### src/rtl/mbx_pkg.sv
package mbx_pkg;
  localparam int unsigned BYTE_W   = 8;
  localparam int unsigned WORD_W   = 32;
  localparam int unsigned NUM_COND = 4;
  localparam int unsigned IDX_CTL  = 0;
  localparam int unsigned IDX_DATA = 1;
  localparam int unsigned IDX_STAT = 2;
  localparam int unsigned DATA_LSB = 8;

  typedef enum logic [1:0] {
    C_TX_EMPTY = 2'd0,
    C_TX_NFULL = 2'd1,
    C_RX_AVAIL = 2'd2,
    C_RX_OVF   = 2'd3
  } cond_e;
endpackage

### src/rtl/mbx_fifo.sv
module mbx_fifo #(
  parameter int unsigned W     = 8,
  parameter int unsigned DEPTH = 8
) (
  input  logic         clk,
  input  logic         rst,
  input  logic         wr_en,
  input  logic [W-1:0] wr_data,
  input  logic         rd_en,
  output logic [W-1:0] rd_data,
  output logic         empty,
  output logic         full
);
  localparam int unsigned PW = (DEPTH > 1) ? $clog2(DEPTH) : 1;
  localparam int unsigned CW = $clog2(DEPTH + 1);

  logic [W-1:0]  mem [DEPTH];
  logic [PW-1:0] wr_ptr, rd_ptr;
  logic [CW-1:0] cnt;
  logic          do_wr, do_rd;

  assign empty = (cnt == '0);
  assign full  = (cnt == CW'(DEPTH));
  assign do_wr = wr_en && !full;
  assign do_rd = rd_en && !empty;
  assign rd_data = mem[rd_ptr];

  always_ff @(posedge clk) begin
    if (do_wr) mem[wr_ptr] <= wr_data;
  end

  always_ff @(posedge clk) begin
    if (rst) begin
      wr_ptr <= '0;
      rd_ptr <= '0;
      cnt    <= '0;
    end else begin
      if (do_wr) wr_ptr <= (wr_ptr == PW'(DEPTH - 1)) ? '0 : wr_ptr + 1'b1;
      if (do_rd) rd_ptr <= (rd_ptr == PW'(DEPTH - 1)) ? '0 : rd_ptr + 1'b1;
      case ({do_wr, do_rd})
        2'b10:   cnt <= cnt + 1'b1;
        2'b01:   cnt <= cnt - 1'b1;
        default: cnt <= cnt;
      endcase
    end
  end

  AST_FULL_KEEPS_COUNT: assert property (@(posedge clk) disable iff (rst)
    (wr_en && full && !rd_en) |=> $stable(cnt));
  AST_EMPTY_POP_HOLDS: assert property (@(posedge clk) disable iff (rst)
    (rd_en && empty) |=> $stable(rd_ptr));
endmodule

### src/rtl/mbx_stat_irq.sv
module mbx_stat_irq
  import mbx_pkg::*;
(
  input  logic                clk,
  input  logic                rst,
  input  logic                tx_empty,
  input  logic                tx_full,
  input  logic                rx_accept,
  input  logic                rx_drop,
  input  logic                clr_we,
  input  logic [NUM_COND-1:0] clr_bits,
  input  logic                ctl_we,
  input  logic [2*NUM_COND-1:0] ctl_wdata,
  output logic [NUM_COND-1:0] stat_q,
  output logic [2*NUM_COND-1:0] ctl_q,
  output logic                irq_o
);
  logic                prev_empty, prev_nfull;
  logic [NUM_COND-1:0] set_ev, clr_m;
  logic [NUM_COND-1:0] active;

  always_comb begin
    set_ev = '0;
    set_ev[C_TX_EMPTY] = tx_empty && !prev_empty;
    set_ev[C_TX_NFULL] = !tx_full && !prev_nfull;
    set_ev[C_RX_AVAIL] = rx_accept;
    set_ev[C_RX_OVF]   = rx_drop;
    clr_m = clr_we ? clr_bits : '0;
  end

  for (genvar k = 0; k < NUM_COND; k++) begin : g_cond
    assign active[k] = stat_q[k] && ctl_q[k] && ctl_q[k+NUM_COND];
  end

  always_ff @(posedge clk) begin
    if (rst) begin
      prev_empty <= 1'b1;
      prev_nfull <= 1'b1;
      stat_q     <= NUM_COND'(4'b0011);
      ctl_q      <= '0;
      irq_o      <= 1'b0;
    end else begin
      prev_empty <= tx_empty;
      prev_nfull <= !tx_full;
      stat_q     <= (stat_q & ~clr_m) | set_ev;
      if (ctl_we) ctl_q <= ctl_wdata;
      irq_o      <= |active;
    end
  end

  AST_OVF_STICKY: assert property (@(posedge clk) disable iff (rst)
    (stat_q[C_RX_OVF] && !(clr_we && clr_bits[C_RX_OVF])) |=> stat_q[C_RX_OVF]);
  AST_NO_ENABLE_NO_IRQ: assert property (@(posedge clk) disable iff (rst)
    (ctl_q[2*NUM_COND-1:NUM_COND] == '0) |=> !irq_o);
  AST_ACCEPT_SETS_AVAIL: assert property (@(posedge clk) disable iff (rst)
    rx_accept |=> stat_q[C_RX_AVAIL]);
endmodule

### src/rtl/mbx_host_if.sv
module mbx_host_if
  import mbx_pkg::*;
#(
  parameter int unsigned DEPTH  = 8,
  parameter int unsigned ADDR_W = 5
) (
  input  logic              clk,
  input  logic              rst,
  input  logic              reg_sel,
  input  logic              reg_wr,
  input  logic [ADDR_W-1:0] reg_addr,
  input  logic [31:0]       reg_wdata,
  output logic [31:0]       reg_rdata,
  output logic              irq,
  output logic              tx_valid,
  output logic [7:0]        tx_data,
  input  logic              tx_ready,
  input  logic              rx_valid,
  input  logic [7:0]        rx_data
);
  localparam int unsigned IW = ADDR_W - 2;

  logic [IW-1:0]         widx;
  logic                  hit_ctl, hit_data, hit_stat;
  logic                  host_wr, host_rd;
  logic                  tx_empty, tx_full, rx_empty, rx_full;
  logic [BYTE_W-1:0]     rx_head;
  logic                  rx_accept, rx_drop;
  logic [NUM_COND-1:0]   stat;
  logic [2*NUM_COND-1:0] ctl;
  logic [WORD_W-1:0]     rd_mux;
  logic                  unused_bits;

  assign widx     = reg_addr[ADDR_W-1:2];
  assign host_wr  = reg_sel && reg_wr;
  assign host_rd  = reg_sel && !reg_wr;
  assign hit_ctl  = (widx == IW'(IDX_CTL));
  assign hit_data = (widx == IW'(IDX_DATA));
  assign hit_stat = (widx == IW'(IDX_STAT));
  assign rx_accept = rx_valid && !rx_full;
  assign rx_drop   = rx_valid && rx_full;
  assign tx_valid  = !tx_empty;
  assign unused_bits = &{1'b0, reg_wdata[31:16], reg_addr[1:0]};

  mbx_fifo #(.W(BYTE_W), .DEPTH(DEPTH)) u_txq (
    .clk     (clk),
    .rst     (rst),
    .wr_en   (host_wr && hit_data),
    .wr_data (reg_wdata[DATA_LSB +: BYTE_W]),
    .rd_en   (tx_ready),
    .rd_data (tx_data),
    .empty   (tx_empty),
    .full    (tx_full)
  );

  mbx_fifo #(.W(BYTE_W), .DEPTH(DEPTH)) u_rxq (
    .clk     (clk),
    .rst     (rst),
    .wr_en   (rx_valid),
    .wr_data (rx_data),
    .rd_en   (host_rd && hit_data),
    .rd_data (rx_head),
    .empty   (rx_empty),
    .full    (rx_full)
  );

  mbx_stat_irq u_stat (
    .clk       (clk),
    .rst       (rst),
    .tx_empty  (tx_empty),
    .tx_full   (tx_full),
    .rx_accept (rx_accept),
    .rx_drop   (rx_drop),
    .clr_we    (host_wr && hit_stat),
    .clr_bits  (reg_wdata[NUM_COND-1:0]),
    .ctl_we    (host_wr && hit_ctl),
    .ctl_wdata (reg_wdata[2*NUM_COND-1:0]),
    .stat_q    (stat),
    .ctl_q     (ctl),
    .irq_o     (irq)
  );

  always_comb begin
    rd_mux = '0;
    if (hit_ctl)  rd_mux[2*NUM_COND-1:0] = ctl;
    if (hit_stat) rd_mux[NUM_COND-1:0]   = stat;
    if (hit_data && !rx_empty) rd_mux[DATA_LSB +: BYTE_W] = rx_head;
  end

  always_ff @(posedge clk) begin
    if (rst)          reg_rdata <= '0;
    else if (host_rd) reg_rdata <= rd_mux;
  end

  AST_RSV_READ_ZERO: assert property (@(posedge clk) disable iff (rst)
    (host_rd && widx > IW'(IDX_STAT)) |=> (reg_rdata == '0));
  AST_TX_HOLD: assert property (@(posedge clk) disable iff (rst)
    (tx_valid && !tx_ready) |=> (tx_valid && $stable(tx_data)));
  AST_DATA_READ_SHAPE: assert property (@(posedge clk) disable iff (rst)
    (host_rd && hit_data) |=> (reg_rdata[31:16] == '0 && reg_rdata[7:0] == '0));
endmodule

### config.mk
export PLATFORM = sky130hd
export DESIGN_NAME = mbx_host_if
export DESIGN_NICKNAME = d
export VERILOG_FILES = /design/src/rtl/mbx_pkg.sv /design/src/rtl/mbx_fifo.sv /design/src/rtl/mbx_stat_irq.sv /design/src/rtl/mbx_host_if.sv
export SDC_FILE = /design/constraint.sdc
export NUM_CORES = 1
export LEC_CHECK = 0
export BUFFER_PORTS_ARGS = -buffer_cell sky130_fd_sc_hd__clkbuf_2
export CAP_MARGIN = 10
export CORE_MARGIN = 2
export CORE_UTILIZATION = 62
export DETAILED_ROUTE_END_ITERATION = 6
export HOLD_SLACK_MARGIN = 0.15
export PLACE_DENSITY = 0.84
export SYNTH_ARGS = -nofsm -noshare
export SYNTH_HDL_FRONTEND = slang
export SYNTH_SLANG_ARGS = --single-unit
export TNS_END_PERCENT = 100
### constraint.sdc
create_clock -name clk -period 6.9 [get_ports clk]
set_input_delay 1.035 -clock clk [delete_from_list [all_inputs] [get_ports clk]]
set_output_delay 1.035 -clock clk [all_outputs]
set_load 0.01 [all_outputs]
* Word-level counts from Yosys, hierarchy flattened
Memory sizes are Yosys's and may differ from the RTL's. A register that Yosys moved wholly into a read port is not among the register bits.
Index checks and enable logic that the tools add are counted.
** Word-level totals
- Register bits after elaboration :: 51
- RAM bits :: 128
- Input bits :: 51
- Output and inout port bits :: 42
- Memories kept :: 2
** Operators by class
- Add/sub/neg operators :: 8
- Eq/ne operators :: 12
- Muxes and demuxes :: 18
- Bitwise logic cells :: 3
- Reduce and logical (&&, ||, !) cells :: 35
** Memory list
- u_rxq.mem :: words 8, width 8, rd ports 1, clocked after Yosys merged registers in 1, wr ports 1, RTL line mbx_fifo.sv:17 : logic [W-1:0] mem [DEPTH];
- u_txq.mem :: words 8, width 8, rd ports 1, clocked after Yosys merged registers in 1, wr ports 1, RTL line mbx_fifo.sv:17
** Operators by type and width (count)
- 2-to-1 mux 3 bit :: 8
- logical AND 1 bit :: 22
- 2-to-1 mux 8 bit :: 2
- one-hot mux 4 bit (2 select lines) :: 2
- adder 3 x 1 -> 3 bit, second input constant :: 4
- equality test 3 bit, second input constant :: 4
- adder 4 x 1 -> 4 bit, second input constant :: 2
- equality test 4 bit, second input constant :: 2
- logical NOT 4 bit :: 2
- 2-to-1 mux 4 bit :: 2
- subtractor 4 x 1 -> 4 bit, second input constant :: 2
- logical NOT 1 bit :: 7
- bitwise AND 4 bit :: 1
- equality test 2 x 1 -> 1 bit, second input constant :: 2
- equality test 2 bit, second input constant :: 2
- 2-to-1 mux 1 bit :: 4
- NOT 4 bit :: 1
- OR 4 bit :: 1
- nonzero test 2 bit :: 2
- OR reduction 4 bit :: 1
- equality test 3 x 1 -> 1 bit, second input constant :: 1
- equality test 3 x 2 -> 1 bit, second input constant :: 1
- logical NOT 3 bit :: 1

* Longest topological paths before layout
Gate-level depths: netlist of run 1.
- Depth after elaboration :: 6
- Mapped depth :: 11
- Gate-level depth less buffers :: 10

* Cells and area by module
A second synthesis of run 1 with hierarchy kept.
** Second synthesis, totals
- Cells, all modules :: 499
- Area total of the unflattened synthesis :: 7649.8 um^2
** Modules (own cells, without submodules)
- mbx_fifo at u_txq :: instances 1, cells each 173, area an instance 3193.1 um^2, seq. area each 2182.1 um^2
- mbx_fifo at u_rxq :: instances 1, cells each 172, area an instance 3110.5 um^2, seq. area each 2182.1 um^2
- mbx_host_if :: instances 1, cells each 102, area an instance 819.5 um^2, seq. area each 320.3 um^2
- mbx_stat_irq :: instances 1, cells each 52, area an instance 526.8 um^2, seq. area each 300.3 um^2

* Worst setup path before layout of run 1
OpenSTA, ideal clock, no wires.
- Path type :: input to register
- Start :: in reg_addr[3]
- End :: reg u_txq.cnt[3]
- Setup time :: 121 ps
- Arrival time :: 3277 ps
- Data required time :: 6779 ps
- Path slack :: 3503 ps
- Cell stages on the path :: 8
- Path buffers :: 1
- Cell sequence :: buf_4 or3b_4 nor3_4 inv_1 ha_1 or3_1 o32ai_1 mux2_2
** On the way
- Word-level cells in the longest chain between the ends :: 5
** RTL lines
- from (decl) :: RTL line mbx_host_if.sv:11 : input logic [ADDR_W-1:0] reg_addr,
- equality test 3 x 1 -> 1 bit (*) :: RTL line mbx_host_if.sv:38 : assign hit_data = (widx == IW'(IDX_DATA));
- logical AND 1 bit (*) :: RTL line mbx_host_if.sv:48 : .wr_en (host_wr && hit_data),
- logical AND 1 bit (*) :: RTL line mbx_fifo.sv:24 : assign do_wr = wr_en && !full;
- equality test 2 x 1 -> 1 bit or equality test 2 bit (tied branches) :: RTL line mbx_fifo.sv:40 : case ({do_wr, do_rd})
- one-hot mux 4 bit (2 select lines) or nonzero test 2 bit (tied branches)
- to (signal assigned) :: RTL line mbx_fifo.sv:41 : 2'b10: cnt <= cnt + 1'b1;
- to (signal assigned) :: RTL line mbx_fifo.sv:42 : 2'b01: cnt <= cnt - 1'b1;
- to (signal assigned) :: RTL line mbx_fifo.sv:43 : default: cnt <= cnt;
- to (decl) :: RTL line mbx_fifo.sv:19 : logic [CW-1:0] cnt;
Every way passes the cells marked *; elsewhere a longest branch is shown, timed or not.
A chain may end at the register's enable or synchronous reset.

==> out/qor.yml, run 1 <==
floorplan:
  die_area_um2: 13000
  die_w_um: 114
  fp-row-count: 40
  pin_count: 93
  core-area_um2: 11900
  start_util: 0.630
  dieHeight_um: 114
power:
  sequentialPowerShare: 0.553
  cellInternalPower_mw: 1.73
  p_leak_nw: 2.95
  total_power_mw: 2.19
  power_frac_comb: 0.045
  vdd.ir_drop.worst_v: 0.000176
  clockPowerShare: 0.402
  power_switching_mw: 0.462
  switching_share: 0.210
  power_density_nw_per_um2: 262
global_route:
  grt.met1_usage: 0.286
  met2_usage: 0.348
  grtUsageMet3: 0.0590
  grt-busiest-layer: "met2"
  grt_use_total: 0.216
  grt_overflow: 0
  grt_pass1_vias: 4062
  antenna_found_initial: 0
  grt_max_degree: 48
  grt_pass1_wl_mm: 20.8
min_path:
  min_path_cells: 1
  min-delay-start: "reg_rdata[9]$_SDFFE_PP0P_"
  worstHoldPathType: "flip-flop to flip-flop"
  whs_endpoint: "reg_rdata[9]$_SDFFE_PP0P_"
cts:
  clk_pin_slew_worst_paths_ns: 0.06
  ctsLongestPathBuffers: 2
  cts_sinks: 185
  cts_buffers: 17
  cts_tree: "yes"
  post-cts-setup-buffer-count: 0
  cts_resized: 0
  ctsRootBufferMaster: "clkbuf_16"
  insertion_delay_ns: 0.42
  h-tree-depth: 4
  postCtsHoldBufs: 0
sta:
  fin_crit_ns: 3.51
  holdWs_ns: 0.479
  hold_viol: 0
  rsz0062_at_grt: "false"
  final_max_slew_viol_count: 0
  max_slew_margin: 0.281
  setup_viol: 0
  max_freq_mhz: 285
  fin_setup_tns_ns: 0
  fin_skew_ns: 0.00518
  tightest_slew_ns: 1.08
  fin_crit_sh: 0.508
place:
  post-dp-hpwl_mm: 8.46
  port_buffers: 58
  gp_congestion: 0.794
layout:
  nets: 594
  drive_gt1_frac: 0.266
  antenna_cells: 0
  final_common_cell: "edfxtp_1"
  area_delta_synth_final_pct: 11.7
  layout_common_cells: "edfxtp_1 (128), clkbuf_2 (58), dfxtp_1 (57), nor2_1 (44)"
worst_setup_path:
  r2r_slack_ns: 4.10
  rr_worst_depth: 7
  arrival_ns: 2.47
  crit_fanout: 16
  rr_startpoint: "u_rxq.cnt[0]$_SDFFE_PP0P_"
  end_kind: "output port"
  r2r_end: "u_rxq.cnt[3]$_SDFFE_PP0P_"
  critical_path_class: "flip-flop to output port"
  required_ns: 5.86
  worst_setup_path_start_kind: "flip-flop"
yosys:
  avgSynthCellArea_um2: 16.1
  syn_inst: 467
  ys_seq_area_frac: 0.665
  ys_types: 46
  yosys_register_bits: 185
  async_reset_ff_frac: 0
  yosysWarnings: 0
  synth_ff_type: "edfxtp_1"
  synth_area_um2: 7500
  synth_edf_count: 128
routing:
  post_drt_wl_per_cell_um: 18.9
  ant_nets: 0
  drt-total-wl_mm: 13.0
  viasPerCell: 5.90
  num_vias: 4068
  dr.first_iter.drc_count: 256
  dr.pass1.iters: 5
  drc: 0
run:
  drv_cap: 0
outcome:
  status: "finished clean"
==> state kept, by name, indices dropped and copies added, names as in the netlist, named ones only <==
| register | flops |
|---|---|
| u_txq.rd_ptr | 3 |
| u_rxq.rd_ptr | 3 |
| u_stat.ctl_q | 8 |
| u_txq.cnt | 4 |
| reg_rdata | 16 |
| u_stat.stat_q | 4 |
| u_stat.prev_nfull | 1 |
| u_rxq.cnt | 4 |
| u_txq.mem | 64 |
| u_rxq.wr_ptr | 3 |
| u_txq.wr_ptr | 3 |
| u_rxq.mem | 64 |
| u_stat.irq_o | 1 |
| u_stat.prev_empty | 1 |
==> critical path, cell delays in order, from the launching register on <==
cell	delay, ns
dfxtp_1	1.03
mux4_2	0.60
mux2_2	0.29
clkbuf_2	0.13
==> kinds of logic (layout without fill, tap and decap cells) <==
kind of cell | Yosys count | count (layout) | share of synthesized area
flip-flops | 185 | 185 | 0.665
AND/OR/NAND/NOR | 110 | 110 | 0.0787
multiplexers | 70 | 70 | 0.155
AO/OA/AOI/OAI | 41 | 41 | 0.0372
buffers and inverters | 40 | 100 | 0.0332
adder cells (fa/ha/maj) | 14 | 14 | 0.0234
XOR/XNOR | 6 | 6 | 0.00701
other | 1 | 16 | 0.000500
==> cell type report <==
class                      instances  area [um2]
clock buffer                      18         429
clock inverter                    14         106
fill                             738        3530
inverter                           3        11.3
multi-input combinational        257        2320
sequential                       185        4980
tap                              147         184
timing repair buffer              65         343
==> per-layer routing <==
metal  up-vias  routed length (um)
met3        15                 794
met5         -                   0
met2       144                6630
li1       1900                   -
met1      2009                5400
met4         0                 199
==> power groups by stage <==
stage	combinational (mW)	sequential (mW)	clock (mW)
5_1_grt	0.109	1.21	0.946
3_5_place_dp	0.0983	1.24	0
6_report	0.0988	1.21	0.882
4_1_cts	0.0991	1.21	0.897
2_1_floorplan	0.0755	1.23	0
3_3_place_gp	0.0928	1.24	0
==> how the worst max path moves through the flow <==
stage / from / to / slack [ns]
final: flip-flop / tx_data[3] / 3.39
after global placement: reg_addr[3] / u_txq.cnt[3]$_SDFFE_PP0P_ / 3.30
after global routing: flip-flop / tx_data[3] / 3.17
after detailed placement: reg_addr[3] / u_txq.cnt[3]$_SDFFE_PP0P_ / 3.26
after floorplan: reg_addr[3] / u_txq.cnt[3]$_SDFFE_PP0P_ / 3.50
after CTS: flip-flop / tx_data[5] / 3.30
==> cell usage after synthesis, types with 4 or more instances <==
library cell,count,area [um2]
dfxtp_1,57,1140
or3_1,5,31.3
mux2i_1,16,160
nand3_1,4,20.0
mux2_2,22,248
clkbuf_1,11,41.3
edfxtp_1,128,3840
nand2_1,16,60.1
a22oi_1,8,60.1
nor2_1,44,165
nor3_1,8,40.0
buf_4,17,128
mux4_1,10,263
nor2b_1,7,43.8
ha_1,14,175
nand2b_1,7,43.8
a22o_1,8,70.1
mux4_2,22,495
xor2_1,6,52.6
o21ai_0,4,20.0
a21oi_1,12,60.1
==> through the flow <==
step                cells  setup slack, ns  area [um2]   util
global placement      657             3.30        7850  0.659
global route          689             3.17        8380  0.704
detailed placement    657             3.26        7850  0.659
finish                689             3.39        8380  0.704
floorplan             482             3.50        7560      -
CTS                   689             3.30        8380  0.704
No activity file was read; power rests on OpenSTA's default activity.
==> run 2: changes to the inputs <==
CORE_UTILIZATION = 58   (was 62)
PLACE_DENSITY = 0.8   (was 0.84)
clock period = 3.3 ns   (was 6.9 ns; I/O delays follow)
==> run 2 against run 1 <==
- first-iteration DRC count grew 9.4%
- register-to-register slack lost 3.5 ns
- core utilization shrank 3.1 points
- global-route usage shrank 1.3 points
- non-clock buffer count grew 13
- count of clock-buffer cells in the layout is the same
- critical path depth grew 4
- largest cell class unchanged
- largest power group unchanged
- highest routed layer unchanged
==> out/qor.yml, run 2 (same netlist as run 1, synthesis figures left out) <==
worst_setup_path:
  rr_worst_depth: 7  # unchanged
  path_cells: "nor4_1, nor3_4, ha_1, nor4bb_1, o21ai_0, o31ai_1, mux2_2"
  crit_end: "u_rxq.cnt[3]$_SDFFE_PP0P_"
  end_kind: "flip-flop"
  cp_slowest_stage_delay_ns: 0.74  # -0.29 ns
  cp_num_buf_inv: 0  # -1
  required_ns: 3.61  # -2.25 ns
  crit_fanout: 7  # -9
  arrival_ns: 2.98  # +0.51 ns
  crit_cells: 7  # +4
  r2r_end: "u_rxq.cnt[3]$_SDFFE_PP0P_"
  rr_startpoint: "u_rxq.cnt[0]$_SDFFE_PP0P_"
  worstSetupStartpoint: "u_rxq.cnt[0]$_SDFFE_PP0P_"
  worst_setup_path_start_kind: "flip-flop"
  critical_path_class: "flip-flop to flip-flop"
  crit_family: "simple AND/OR/NAND/NOR gates"
  r2r_slack_ns: 0.63  # -3.47 ns
  cp_slowest_cell: "nor4_1"
routing:
  drc: 0  # unchanged
  dr_wl_met3_um: 666  # -16%
  met2WireLength_mm: 7.11  # +7.2%
  dr.max_layer_used: "met4"
  dr.pass1.iters: 4  # -1
  ant_nets: 0  # unchanged
  num_vias: 4071  # +0.074%
  dr.first_iter.drc_count: 280  # +9.4%
  m1WireLength_mm: 5.54  # +2.5%
  post_drt_wl_per_cell_um: 18.5  # -2.0%
  drt-total-wl_mm: 13.5  # +3.4%
  viasPerCell: 5.60  # -5.2%
cts:
  postCtsHoldBufs: 0  # unchanged
  insertion_delay_ns: 0.42  # about the same
  h-tree-depth: 4  # unchanged
  ctsRootBufferMaster: "clkbuf_16"
  post-cts-setup-buffer-count: 0  # unchanged
  cts_buffers: 17  # unchanged
  ctsLongestPathBuffers: 2  # unchanged
  cts_tree: "yes"
  clk_pin_slew_worst_paths_ns: 0.06  # about the same
  cts_sinks: 185  # unchanged
  cts_resized: 0  # unchanged
floorplan:
  pin_count: 93  # unchanged
  core-area_um2: 12600  # +5.9%
  fp-row-count: 41  # +2.5%
  dieHeight_um: 118  # +3.3%
  start_util: 0.594  # -0.0353
  die_w_um: 118  # +3.3%
  die_area_um2: 13900  # +6.7%
layout:
  reg.largest.list: "u_rxq.mem x64, u_txq.mem x64, reg_rdata x16"
  post-route-util: 0.673  # -0.0307
  nets: 607  # +2.2%
  fin_area_um2: 8490  # +1.3%
  final_common_cell: "edfxtp_1"
  area_delta_synth_final_pct: 13.2
  antenna_cells: 0  # unchanged
  fin_cells: 727  # +5.5%
  n_fill_cell: 872  # +18%
  drive_gt1_frac: 0.277  # +0.0118
  layout_common_cells: "edfxtp_1 (128), clkbuf_2 (58), dfxtp_1 (57), nor2_1 (44)"
global_route:
  antenna_found_initial: 0  # unchanged
  grt_pass1_vias: 4232  # +4.2%
  grt_use_total: 0.204  # -0.0126
  grt_overflow: 0  # unchanged
  grt_max_degree: 43  # -10%
  grt_pass1_wl_mm: 21.5  # +3.2%
sta:
  final_max_slew_viol_count: 0  # unchanged
  fin_setup_tns_ns: 0  # unchanged
  tightest_slew_ns: 0.954  # -0.123 ns
  max_freq_mhz: 375
  max_slew_margin: 0.362  # +0.0807
  fin_crit_ns: 2.67
  hold_viol: 0  # unchanged
  holdWs_ns: 0.317  # -0.162 ns
  fin_crit_sh: 0.808
  setup_viol: 0  # unchanged
  fin_skew_ns: 0.00766  # +0.00248 ns
  rsz0062_at_grt: "false"
  setup_ws_ns: 0.634  # -2.76 ns
place:
  gp_congestion: 0.738  # -7.0%
  port_buffers: 58  # unchanged
  dp_worst_setup_slack_ns: 0.350  # -2.91 ns
  post-dp-hpwl_mm: 8.84  # +4.5%
  place_area_um2: 7980  # +1.6%
  dp_cells: 695  # +5.8%
outcome:
  status: "finished clean"
power:
  vdd.ir_drop.worst_v: 0.000280  # +59%
  total_power_mw: 4.54  # +110%
  power_frac_comb: 0.048  # +0.003
  clockPowerShare: 0.395  # -0.007
  cellInternalPower_mw: 3.61  # +110%
  power_switching_mw: 0.933  # +100%
  p_leak_nw: 3.02  # +2.2%
  power_density_nw_per_um2: 535  # +100%
  switching_share: 0.205  # -0.00513
  sequentialPowerShare: 0.557  # +0.004
min_path:
  worstHoldPathType: "input pin to flip-flop"
run:
  drv_cap: 0  # unchanged
[run 2: changes by cell type in the layout (fill, tap and decap cells not counted)]
cell,before,now
clkinv_4,1,0
buf_4,7,20
clkinv_2,3,4
inv_6,2,0
clkinvlp_4,2,1
clkinv_1,4,7
[run 2: cell type report]
cell class | instances | area (um2) | share of cell area
Tap cell | 172 | 215 | 0.0253
Timing Repair Buffer | 78 | 440 | 0.0519
Inverter | 3 | 11.3 | 0.00133
Clock buffer | 18 | 429 | 0.0505
Clock inverter | 14 | 88.8 | 0.0105
Multi-Input combinational cell | 257 | 2320 | 0.274
Sequential cell | 185 | 4980 | 0.587
[run 2: power by group through the flow]
stage | clock [mW] | combinational [mW] | sequential (mW)
4_1_cts | 1.83 | 0.223 | 2.53
2_1_floorplan | 0 | 0.158 | 2.57
5_1_grt | 1.92 | 0.243 | 2.53
6_report | 1.79 | 0.220 | 2.53
3_5_place_dp | 0 | 0.219 | 2.58
3_3_place_gp | 0 | 0.208 | 2.58
[run 2: how the worst min path moves through the flow]
stage                                           start                            to  slack, ns  depth (start not counted)
final                                    reg_wdata[7]  u_stat.ctl_q[7]$_SDFFE_PP0P_       0.32                          3
after global routing                     reg_wdata[4]  u_stat.ctl_q[4]$_SDFFE_PP0P_       0.33                          3
after CTS                                reg_wdata[7]  u_stat.ctl_q[7]$_SDFFE_PP0P_       0.30                          3
after detailed placement   reg_rdata[13]$_SDFFE_PP0P_    reg_rdata[13]$_SDFFE_PP0P_       0.47                          1
after global placement     reg_rdata[13]$_SDFFE_PP0P_    reg_rdata[13]$_SDFFE_PP0P_       0.46                          1
after floorplan           u_stat.stat_q[1]$_SDFF_PP1_   u_stat.stat_q[1]$_SDFF_PP1_       0.45                          1
[run 2: worst reg2reg max path, delay by kind of cell, from the launching register on]
family,cells,cell delay [ns]
adder cells (fa/ha/maj),1,0.42
multiplexers,1,0.36
flip-flops,1,0.36
AO/OA/AOI/OAI,2,0.21
AND/OR/NAND/NOR,3,1.20
[run 2: per-layer routing]
metal	up-vias	global-route usage
li1	1921	-
met1	2032	0.261
met2	103	0.338
met3	15	0.0533
met4	0	0.0753
met5	-	0
==> run 3: changes to the inputs <==
clock period = 2.7 ns   (was 3.3 ns; I/O delays follow)
==> run 3 against run 2 <==
- core utilization grew 1.6 points
- worst setup slack lost 0.44 ns
- sequential power grew 22%
- clock skew shrank 0.0013 ns
- maximum frequency grew 6.3%
==> out/qor.yml, run 3 (same netlist as run 1, synthesis figures left out) <==
outcome:
  status: "finished clean"
global_route:
  grtUsageMet3: 0.0562  # +0.00291
  grt-busiest-layer: "met2"
  grt_max_degree: 34  # -21%
  grt_pass1_vias: 4346  # +2.7%
  grt_pass1_wl_mm: 22.5  # +4.5%
  antenna_found_initial: 0  # unchanged
  grt.met1_usage: 0.273  # +0.0120
  grt_use_total: 0.215  # +0.0113
  grt_overflow: 0  # unchanged
  met2_usage: 0.354  # +0.0167
sta:
  setup_viol: 0  # unchanged
  fin_crit_sh: 0.929  # +0.121
  holdWs_ns: 0.217  # -0.100 ns
  max_slew_margin: 0.490  # +0.128
  hold_viol: 0  # unchanged
  final_max_slew_viol_count: 0  # unchanged
  setup_ws_ns: 0.192  # -0.442 ns
  max_freq_mhz: 399  # +6.3%
  fin_setup_tns_ns: 0  # unchanged
  tightest_slew_ns: 0.760  # -0.194 ns
  rsz0062_at_grt: "false"
  fin_crit_ns: 2.51  # -0.158 ns
  fin_skew_ns: 0.00635  # -0.00130 ns
worst_setup_path:
  crit_fanout: 7  # unchanged
  end_kind: "flip-flop"
  critical_path_class: "flip-flop to flip-flop"
  worst_setup_path_start_kind: "flip-flop"
  required_ns: 3.05  # -0.56 ns
  arrival_ns: 2.86  # -0.12 ns
routing:
  drc: 0  # unchanged
  viasPerCell: 5.64  # +0.66%
  post_drt_wl_per_cell_um: 19.0  # +2.7%
  drt-total-wl_mm: 14.0  # +4.3%
  ant_nets: 0  # unchanged
  num_vias: 4160  # +2.2%
  dr.first_iter.drc_count: 342  # +22%
  dr.pass1.iters: 5  # +1
layout:
  area_delta_synth_final_pct: 15.8
  drive_gt1_frac: 0.313  # +0.0352
  reg.largest.list: "u_rxq.mem x64, u_txq.mem x64, reg_rdata x16"
  final_common_cell: "edfxtp_1"
  antenna_cells: 0  # unchanged
  nets: 618  # +1.8%
  layout_common_cells: "edfxtp_1 (128), clkbuf_2 (58), dfxtp_1 (57), nor2_1 (44), buf_4 (31)"
  n_fill_cell: 871  # -0.11%
cts:
  cts_tree: "yes"
  ctsRootBufferMaster: "clkbuf_16"
  postCtsHoldBufs: 0  # unchanged
  cts_resized: 0  # unchanged
  ctsLongestPathBuffers: 2  # unchanged
  clk_pin_slew_worst_paths_ns: 0.07  # about the same
  h-tree-depth: 4  # unchanged
  cts_sinks: 185  # unchanged
  cts_buffers: 17  # unchanged
  insertion_delay_ns: 0.43  # about the same
  post-cts-setup-buffer-count: 0  # unchanged
floorplan:
  core-area_um2: 12600  # unchanged
  die_area_um2: 13900  # unchanged
  die_w_um: 118  # unchanged
  pin_count: 93  # unchanged
  dieHeight_um: 118  # unchanged
  start_util: 0.594  # unchanged
  fp-row-count: 41  # unchanged
power:
  power_density_nw_per_um2: 683  # +28%
  vdd.ir_drop.worst_v: 0.000413  # +48%
  p_leak_nw: 3.12  # +3.4%
  total_power_mw: 5.93  # +31%
min_path:
  worstHoldPathType: "input pin to flip-flop"
place:
  port_buffers: 58  # unchanged
  post-dp-hpwl_mm: 9.06  # +2.5%
  dp_worst_setup_slack_ns: 0.0546  # -0.295 ns
  gp_congestion: 0.822  # +11%
run:
  drv_cap: 0  # unchanged
run 3: cell types whose count changed in the layout (fill, tap and decap cells not counted), moves of 2 or more:
cell / delta
clkinv_2: -2
bufinv_16: +2
clkinv_1: -7
inv_6: +6
buf_4: +11
run 3: layout make-up:
cell class | count | area [um2] | area share
Timing Repair Buffer | 89 | 523 | 0.0602
Inverter | 3 | 11.3 | 0.00130
Tap cell | 172 | 215 | 0.0248
Clock buffer | 17 | 425 | 0.0490
Multi-Input combinational cell | 257 | 2340 | 0.270
Clock inverter | 15 | 188 | 0.0216
Sequential cell | 185 | 4980 | 0.574
run 3: critical path: stages, from the launching register on:
cell and delay, ns:
dfxtp_1 0.38, or4_4 0.54, nand2_2 0.13, inv_1 0.10, ha_1 0.25, xor2_1 0.16, ha_1 0.18, a21oi_1 0.15
xor2_1 0.10, or3_1 0.30, a21oi_1 0.15
run 3: worst paths after layout:
kind,start,endpoint,slack [ns],depth (start not counted)
worst min register to register,reg_rdata[8]$_SDFFE_PP0P_,reg_rdata[8]$_SDFFE_PP0P_,0.48,1
worst min-delay path,reg_wdata[6],u_stat.ctl_q[6]$_SDFFE_PP0P_,0.22,3
worst max register to register,u_txq.cnt[2]$_SDFFE_PP0P_,u_txq.cnt[2]$_SDFFE_PP0P_,0.19,10
worst max-delay path,u_txq.cnt[2]$_SDFFE_PP0P_,u_txq.cnt[2]$_SDFFE_PP0P_,0.19,10
run 3: per-layer routing:
| metal | part of all wire | vias up |
|---|---|---|
| met5 | 0 | - |
| met3 | 0.055 | 17 |
| li1 | - | 1945 |
| met4 | 0.016 | 0 |
| met2 | 0.52 | 129 |
| met1 | 0.41 | 2069 |
run 3: through the flow:
stage / instances / instance area, um2 / util
after floorplan: 482 / 7570 / -
after global placement: 706 / 8070 / 0.640
after detailed placement: 706 / 8070 / 0.640
after CTS: 738 / 8680 / 0.688
after global routing: 738 / 8690 / 0.689
final: 738 / 8690 / 0.689
run 3: power breakdown:
part / switching [mW] / internal [mW] / total (mW)
logic: 0.162 / 0.126 / 0.288
registers: 0.0262 / 3.06 / 3.09
clock network: 1.08 / 1.48 / 2.56
